--- config.mk ---
export PLATFORM = sky130hd
export DESIGN_NAME = gpio_edge_irq_unit
export DESIGN_NICKNAME = d
export VERILOG_FILES = /design/src/rtl/gei_pkg.sv /design/src/rtl/gei_edge_detect.sv /design/src/rtl/gei_sticky.sv /design/src/rtl/gei_regs.sv /design/src/rtl/gpio_edge_irq_unit.sv
export SDC_FILE = /design/constraint.sdc
export NUM_CORES = 1
export LEC_CHECK = 0
export BUFFER_PORTS_ARGS = -buffer_cell sky130_fd_sc_hd__buf_2
export CORE_AREA = 5 5 163 165
export CTS_CLUSTER_DIAMETER = 40
export DETAILED_ROUTE_END_ITERATION = 16
export DIE_AREA = 0 0 168 170
export GPL_TIMING_DRIVEN = 1
export PLACE_DENSITY = 0.62
export SLEW_MARGIN = 20
export SYNTH_ARGS = -nofsm -noshare
export SYNTH_HDL_FRONTEND = slang
export SYNTH_SLANG_ARGS = --single-unit
--- constraint.sdc ---
create_clock -name clk_i -period 2.6 [get_ports clk_i]
set_input_delay 0.52 -clock clk_i [delete_from_list [all_inputs] [get_ports clk_i]]
set_output_delay 0.52 -clock clk_i [all_outputs]
set_load 0.1 [all_outputs]
--- src/rtl/gei_pkg.sv ---
package gei_pkg;
  localparam logic [7:0] OFF_RISE_IRQ  = 8'h40;
  localparam logic [7:0] OFF_FALL_IRQ  = 8'h44;
  localparam logic [7:0] OFF_IRQ_STAT  = 8'h48;
  localparam logic [7:0] OFF_IRQ_CLR   = 8'h4C;
  localparam logic [7:0] OFF_RISE_WAKE = 8'h50;
  localparam logic [7:0] OFF_FALL_WAKE = 8'h54;
  localparam logic [7:0] OFF_WAKE_STAT = 8'h58;

  localparam int NUM_MASKS = 4;

  // enable register index -> offset
  function automatic logic [7:0] mask_offset(int idx);
    case (idx)
      0:       return OFF_RISE_IRQ;
      1:       return OFF_FALL_IRQ;
      2:       return OFF_RISE_WAKE;
      default: return OFF_FALL_WAKE;
    endcase
  endfunction
endpackage

--- src/rtl/gei_edge_detect.sv ---
module gei_edge_detect #(
  parameter int NUM_PINS = 32
) (
  input  logic                clk_i,
  input  logic                rst_ni,
  input  logic [NUM_PINS-1:0] pins_i,
  output logic [NUM_PINS-1:0] rise_o,
  output logic [NUM_PINS-1:0] fall_o
);
  logic [NUM_PINS-1:0] prev_q;
  logic                primed_q;

  // first cycle after reset only captures the pin levels
  always_ff @(posedge clk_i or negedge rst_ni) begin
    if (!rst_ni) begin
      prev_q   <= '0;
      primed_q <= 1'b0;
    end else begin
      prev_q   <= pins_i;
      primed_q <= 1'b1;
    end
  end

  assign rise_o = primed_q ? (pins_i & ~prev_q) : '0;
  assign fall_o = primed_q ? (~pins_i & prev_q) : '0;

  p_edges_after_prime_r1: assert property (@(posedge clk_i) disable iff (!rst_ni)
    !primed_q |-> ((rise_o | fall_o) == '0));
endmodule

--- src/rtl/gei_sticky.sv ---
module gei_sticky #(
  parameter int NUM_PINS = 32
) (
  input  logic                clk_i,
  input  logic                rst_ni,
  input  logic [NUM_PINS-1:0] set_i,
  input  logic [NUM_PINS-1:0] clr_i,
  output logic [NUM_PINS-1:0] stat_o
);
  logic [NUM_PINS-1:0] stat_q;

  // set beats clear so a coincident event survives
  always_ff @(posedge clk_i or negedge rst_ni) begin
    if (!rst_ni) stat_q <= '0;
    else         stat_q <= (stat_q & ~clr_i) | set_i;
  end

  assign stat_o = stat_q;

  p_set_wins_r6: assert property (@(posedge clk_i) disable iff (!rst_ni)
    (set_i != '0) |=> ((stat_q & $past(set_i)) == $past(set_i)));

  p_clear_takes_r5: assert property (@(posedge clk_i) disable iff (!rst_ni)
    (clr_i != '0) |=> ((stat_q & $past(clr_i & ~set_i)) == '0));

  p_no_spontaneous_set_r2: assert property (@(posedge clk_i) disable iff (!rst_ni)
    ((stat_q & ~$past(stat_q) & ~$past(set_i)) == '0));
endmodule

--- src/rtl/gei_regs.sv ---
module gei_regs
  import gei_pkg::*;
#(
  parameter int NUM_PINS = 32,
  parameter int ADDR_W   = 8
) (
  input  logic                clk_i,
  input  logic                rst_ni,
  input  logic [ADDR_W-1:0]   bus_addr_i,
  input  logic                bus_we_i,
  input  logic [NUM_PINS-1:0] bus_wdata_i,
  input  logic [NUM_PINS-1:0] irq_stat_i,
  input  logic [NUM_PINS-1:0] wake_stat_i,
  output logic [NUM_PINS-1:0] rise_irq_en_o,
  output logic [NUM_PINS-1:0] fall_irq_en_o,
  output logic [NUM_PINS-1:0] rise_wake_en_o,
  output logic [NUM_PINS-1:0] fall_wake_en_o,
  output logic [NUM_PINS-1:0] irq_clr_o,
  output logic [NUM_PINS-1:0] wake_clr_o,
  output logic [NUM_PINS-1:0] rdata_o
);
  logic [NUM_PINS-1:0] mask_q [NUM_MASKS];
  logic [NUM_MASKS-1:0] mask_hit;

  for (genvar g = 0; g < NUM_MASKS; g++) begin : g_mask
    assign mask_hit[g] = (bus_addr_i == ADDR_W'(mask_offset(g)));
    always_ff @(posedge clk_i or negedge rst_ni) begin
      if (!rst_ni)                     mask_q[g] <= '0;
      else if (bus_we_i && mask_hit[g]) mask_q[g] <= bus_wdata_i;
    end
  end

  assign rise_irq_en_o  = mask_q[0];
  assign fall_irq_en_o  = mask_q[1];
  assign rise_wake_en_o = mask_q[2];
  assign fall_wake_en_o = mask_q[3];

  assign irq_clr_o  = (bus_we_i && bus_addr_i == ADDR_W'(OFF_IRQ_CLR))   ? bus_wdata_i : '0;
  assign wake_clr_o = (bus_we_i && bus_addr_i == ADDR_W'(OFF_WAKE_STAT)) ? bus_wdata_i : '0;

  always_comb begin
    rdata_o = '0;
    for (int i = 0; i < NUM_MASKS; i++)
      if (mask_hit[i]) rdata_o = mask_q[i];
    if (bus_addr_i == ADDR_W'(OFF_IRQ_STAT))  rdata_o = irq_stat_i;
    if (bus_addr_i == ADDR_W'(OFF_WAKE_STAT)) rdata_o = wake_stat_i;
  end

  p_mask_onehot_r11: assert property (@(posedge clk_i) disable iff (!rst_ni)
    $onehot0(mask_hit));
endmodule

--- src/rtl/gpio_edge_irq_unit.sv ---
module gpio_edge_irq_unit
  import gei_pkg::*;
#(
  parameter int NUM_PINS = 32,
  parameter int ADDR_W   = 8
) (
  input  logic                clk_i,
  input  logic                rst_ni,
  input  logic [NUM_PINS-1:0] pins_i,
  input  logic [ADDR_W-1:0]   bus_addr_i,
  input  logic                bus_we_i,
  input  logic [NUM_PINS-1:0] bus_wdata_i,
  output logic [NUM_PINS-1:0] bus_rdata_o,
  output logic                irq_o,
  output logic                wake_o
);
  logic [NUM_PINS-1:0] rise, fall;
  logic [NUM_PINS-1:0] rise_irq_en, fall_irq_en, rise_wake_en, fall_wake_en;
  logic [NUM_PINS-1:0] irq_clr, wake_clr, irq_set, wake_set;
  logic [NUM_PINS-1:0] irq_stat, wake_stat;

  gei_edge_detect #(.NUM_PINS(NUM_PINS)) u_edge (
    .clk_i, .rst_ni, .pins_i, .rise_o(rise), .fall_o(fall)
  );

  gei_regs #(.NUM_PINS(NUM_PINS), .ADDR_W(ADDR_W)) u_regs (
    .clk_i, .rst_ni, .bus_addr_i, .bus_we_i, .bus_wdata_i,
    .irq_stat_i(irq_stat), .wake_stat_i(wake_stat),
    .rise_irq_en_o(rise_irq_en), .fall_irq_en_o(fall_irq_en),
    .rise_wake_en_o(rise_wake_en), .fall_wake_en_o(fall_wake_en),
    .irq_clr_o(irq_clr), .wake_clr_o(wake_clr), .rdata_o(bus_rdata_o)
  );

  assign irq_set  = (rise & rise_irq_en)  | (fall & fall_irq_en);
  assign wake_set = (rise & rise_wake_en) | (fall & fall_wake_en);

  gei_sticky #(.NUM_PINS(NUM_PINS)) u_irq_stat (
    .clk_i, .rst_ni, .set_i(irq_set), .clr_i(irq_clr), .stat_o(irq_stat)
  );

  gei_sticky #(.NUM_PINS(NUM_PINS)) u_wake_stat (
    .clk_i, .rst_ni, .set_i(wake_set), .clr_i(wake_clr), .stat_o(wake_stat)
  );

  assign irq_o  = |irq_stat;
  assign wake_o = |wake_stat;

  p_irq_needs_event_r7: assert property (@(posedge clk_i) disable iff (!rst_ni)
    $rose(irq_o) |-> $past(irq_set != '0));

  p_wake_rise_needs_event_r8: assert property (@(posedge clk_i) disable iff (!rst_ni)
    $rose(wake_o) |-> $past(wake_set != '0));

  p_wake_write_keeps_irq_en_r10: assert property (@(posedge clk_i) disable iff (!rst_ni)
    (bus_we_i && (bus_addr_i == ADDR_W'(OFF_RISE_WAKE) || bus_addr_i == ADDR_W'(OFF_FALL_WAKE)))
    |=> ($stable(rise_irq_en) && $stable(fall_irq_en)));
endmodule

# Yosys cells after proc, flatten, opt, wreduce, memory -nomap -nowiden

Index checks and enable logic that the tools add are counted.

Flip-flop bits (word level): 225
Bits of input ports: 75
Output and inout port bits: 34
Word-level logic and storage cells: 49

Equal/unequal tests: 7
Multiplexer cells: 10
Bitwise logic cells: 16
Reduce and logical (&&, ||, !) cells: 8

Operators with widths:

| kind               | count |
|---|---|
| $mux 32            | 10 |
| $and 32x32->32     | 8 |
| $not 32->32        | 4 |
| $or 32x32->32      | 4 |
| $reduce_or 32->1   | 2 |
| $eq 8x7->1 const B | 7 |
| $logic_and 1x1->1  | 6 |

# Depth between registers and ports, before layout

Word-level depth: 7
Mapped depth: 6
Mapped depth without buffers: 4

# By module

A second synthesis with hierarchy kept.

Cells, all modules: 1000
Area, all modules: 11622.4 um2

Modules (own cells, without submodules):

| module             | instances | cells an instance | area an instance (um2) | seq. area each (um2) |
|---|---|---|---|---|
| gei_regs           | 1         | 617               | 7093.1                 | 3203.1 |
| gei_sticky         | 2         | 96                | 1161.1                 | 800.8 |
| gei_edge_detect    | 1         | 105               | 1496.4                 | 825.8 |
| gpio_edge_irq_unit | 1         | 86                | 710.7                  | 0.0 |

# Least setup slack after synthesis

Ideal clock, no wire load.

Path kind: in2out
Start: input port bus_addr_i[2]
End: output port bus_rdata_o[23]
Arrival: 3.289 ns
Required time: 2.080 ns
Slack: -1.209 ns
Stages on the path: 5
Buffers on the path: 1
Cells stage by stage: or4b_2 > nor2_2 > buf_2 > a21oi_1 > a22oi_1

Cells in the longest elaborated chain, start to end: 7
Elaborated cells on any way between the ends: 12
Those cells by class: 6 x eq/ne; 6 x mux

Ends and longest elaborated chain:

| item                  | RTL line                 | text |
|---|---|---|
| start: declaration    | gpio_edge_irq_unit.sv:10 | `input logic [ADDR_W-1:0] bus_addr_i,` |
| $eq 8x7->1            | gei_regs.sv:26           | `assign mask_hit[g] = (bus_addr_i == ADDR_W'(mask_offset(g)));` |
| $mux 32 (4 in series) | gei_regs.sv:44           | `if (mask_hit[i]) rdata_o = mask_q[i];` |
| $mux 32               | gei_regs.sv:45           | `if (bus_addr_i == ADDR_W'(OFF_IRQ_STAT)) rdata_o = irq_stat_i;` |
| $mux 32 (*)           | gei_regs.sv:46           | `if (bus_addr_i == ADDR_W'(OFF_WAKE_STAT)) rdata_o = wake_stat_i;` |
| end: declaration      | gpio_edge_irq_unit.sv:13 | `output logic [NUM_PINS-1:0] bus_rdata_o,` |

Every way passes the cells marked *; elsewhere a longest branch is shown, timed or not.

# Worst setup path in the final report

Start: input port bus_addr_i[7]
End: output port bus_rdata_o[15]

Same word-level chain as after synthesis.

==> results.md <==
* Final design utilization at 60.3%
* Vias per cell at between 5 and 6
* Initial Util at 44.3%
* R2R depth at 2
* Final HPWL DP at 21.2 mm
* Gate power share at 10.2%
* Startpoint Class: primary input
* Die W at between 150 and 200 microns
* Vias in the first global route at 9296
* Pint at 0.00763 W
* Pre-antenna DRT Iters at 5
* Global-route wire length before repair at 52.4 mm
* Total GRT Usage at 23.1%
* Cells after synthesis at 1002
* TritonCTS buffer count at 37
* Synth Area in Compound Gates at approximately 21%
* Die height at between 150 and 200 microns
* Worst-Margin Slew at about 0.62 ns
* Period utilization at 106%
* Worst Skew at roughly 0.019 ns
* Post-synth net total at 1077
* Clock buffer depth at 3
* Commonest non-fill, non-tap cell in the layout: dfrtp_1
* Routed wire length at 33.5 mm
* Final net count at 1243
* RR Startpoint: u_edge.primed_q$_DFF_PN0_
* Crit path max fanout at 6
* # IOs at 109
* Post-synth top area share at 51.1%
* Pre-CTS setup slack at -0.213 ns
* Failing checks: setup timing
* Setup repair after global routing missed its margin: true
* CTS tree: built
* Status: finished, violations left
* Top cells by area, synth: dfrtp_1 51%, a22o_1 10%, mux2_2 6.8%, o21ai_0 4.3%, mux2_4 4.1%
* Netlist cell types at 35
* Area delta synth->final at 36.2%
* Die footprint at 28600 sq um
* Post-synthesis register bit count at 225
* Inserted Diodes at 0
* Clock root buffer: clkbuf_16
* Post-route ant nets at 0
* Register area share after synthesis at between 50% and 60%
* Reg power frac at 39.6%
* Area of the core at ~25000 sq um
* Grt ovf at 0
* Clk pin slew, worst setup/hold paths at ~0.050 ns
* Worst VDD drop at between 0.0006 and 0.0007 V
* Critical Path AT at between 2 and 2.5 ns
* # rows at 58
* Syn Area/Cell at 11.0 sq um
* Filler Cells Inserted at 1981
* Clock share of power at 50.2%
* Synth warn at 0
* Reg2reg end: u_irq_stat.stat_o[24]$_DFF_PN0_
* CP required at 2.08 ns
* Antenna violations before repair at 1
* Sw frac at 26.0%
* Most frequent cells in the layout: 223 x dfrtp_1, 128 x a22o_1, 96 x nand2_1
* Area share of fa/ha/maj cells after synthesis at 0%
* CTS H-tree lvls at 2
* Post-route setup slack at -0.152 ns
* Setup TNS after final layout at -3.16 ns
* NetSw at roughly 0.0027 W
* DR WL/cell at ~22 microns
* Largest area contributor in the netlist: dfrtp_1
* Post-Syn Area at 11000 sq um
* Clk sinks at 225
* Pin count of the biggest net entering global routing at 77
* CP endpoint kind: output pin
* Initial DRC Count at roughly 660
* Max-Cap Viols at 0
* Drt drc at 0
* Critical path type: primary input to output pin
* Share of layout cells above drive strength 1 at 36.8%
* Min Clock Period, post-route at 2.75 ns
* Hold Vio Cnt, Final at 0
* Simple-gate share of the synthesized area at 9.47%
* Clock insertion delay at the later pin of the skew report at between 0.5 and 0.6 ns
* Post-synthesis mux area share at 13.9%
* PD cells at 686 nW/um^2
* Maximum clock rate at 363 MHz
* Slew Viols, Final at 0
* Main combinational cell family by area after synthesis: compound AO/OA/AOI/OAI gates
* GPL Wtd Cong at ~0.86
* Worst rel slew slack at between 50% and 60%
* R2R Setup Slk at 1.25 ns
* Setup violators final at 33
* Vias at 8845
* Synth Area in XOR/XNOR at 0%
* Number of port buffers at approximately 110
* Worst hold path type: primary input to async pin
* Leak at about 6.8 nW
[registers in the layout, indices dropped and copies added, names as in the netlist]
name / cells
u_edge.primed_q: 1
u_edge.prev_q: 32
u_regs.fall_wake_en_o: 32
u_regs.fall_irq_en_o: 32
u_regs.rise_irq_en_o: 32
u_regs.rise_wake_en_o: 32
u_wake_stat.stat_o: 32
u_irq_stat.stat_o: 32
[kinds of logic after synthesis]
kind of cell,count (synthesis)
compound gates,317
flops,225
simple gates,201
mux,130
buf+inv,128
other cells,1
[per-layer routing]
metal / up-vias / global-route usage, % / part of all wire, %
met5: - / 0 / 0.039
met4: 2 / 6.74 / 2.5
met3: 63 / 5.88 / 7.0
met2: 299 / 37.0 / 47
met1: 4464 / 31.2 / 43
li1: 4017 / - / -
[cell usage after synthesis]
cell type and instances:
nor2_1 1, a22o_1 128, or3_1 1, clkbuf_2 1, buf_12 3, nor4_1 16, a22oi_1 32, conb_1 1
nor2_2 1, a21oi_1 32, nand3b_1 2, nor2b_1 64, mux2_4 30, mux2_2 67, buf_2 9, or4_1 2
nand2_1 96, clkbuf_1 50, o21ai_0 94, dfrtp_1 225, nand4_1 5, buf_1 1, and3_1 1, nor3_2 2
or2_2 3, mux2i_1 33, o2111ai_1 31, or3b_1 1, nor3_1 2, or3b_2 1, buf_6 1, and4bb_2 1
nand4bb_1 1, or4b_2 1, inv_1 63
[repair_timing]
action                                  CTS  global route
cloned                                    4             3
resized for setup                        55            25
pin swaps                                24            25
endpoints found under the setup margin   34            34
buffers inserted                         22             5
hold buffers                              0             0
[final cells by class]
type                    instances  area [sq um]  share of cell area, %
repair buffers                192          2080                   13.8
clock inverters                23           277                   1.84
multi-input cells             649          5340                   35.5
inverters                      63           236                   1.57
clock buffers                  45          1050                   6.98
flip-flops and latches        225          5630                   37.5
well taps                     330           413                   2.75
[power by group through the flow]
stage          registers, W  clock network (W)  logic, W
2_1_floorplan       0.00401                  0  0.000607
3_3_place_gp        0.00410                  0  0.000979
3_5_place_dp        0.00411                  0  0.000993
4_1_cts             0.00406            0.00525   0.00104
5_1_grt             0.00411            0.00541   0.00115
6_report            0.00408            0.00517   0.00105
[critical path, stage by stage]
cell and delay, ns:
buf_6 0.09, or3b_4 0.42, buf_6 0.14, nor2_4 0.12, buf_6 0.14, buf_12 0.14
o2111ai_4 0.10, a22oi_2 0.34, buf_12 0.22
[through the flow]
stage | cells | hold WS, ns | total power, W | instance area (sq um)
6_report | 1527 | 0.00218 | 0.0103 | 15000
5_1_grt | 1527 | 0.0553 | 0.0107 | 15000
4_1_cts | 1522 | 0.0172 | 0.0103 | 14800
3_5_place_dp | 1429 | 0.511 | 0.00510 | 12900
3_3_place_gp | 1429 | 0.510 | 0.00508 | 12900
2_1_floorplan | 1002 | 0.224 | 0.00462 | 11300
[worst max-delay path by stage]
stage / cells past startpoint / startpoint / endpoint / slack, ns
2_1_floorplan: 5 / bus_addr_i[2] / bus_rdata_o[23] / -0.34
3_3_place_gp: 8 / bus_addr_i[5] / bus_rdata_o[15] / -0.19
3_5_place_dp: 8 / bus_addr_i[5] / bus_rdata_o[15] / -0.21
4_1_cts: 8 / bus_addr_i[7] / bus_rdata_o[15] / -0.09
5_1_grt: 9 / bus_addr_i[7] / bus_rdata_o[15] / -0.18
6_report: 9 / bus_addr_i[7] / bus_rdata_o[15] / -0.15
Power figures use the tool's default switching activity.
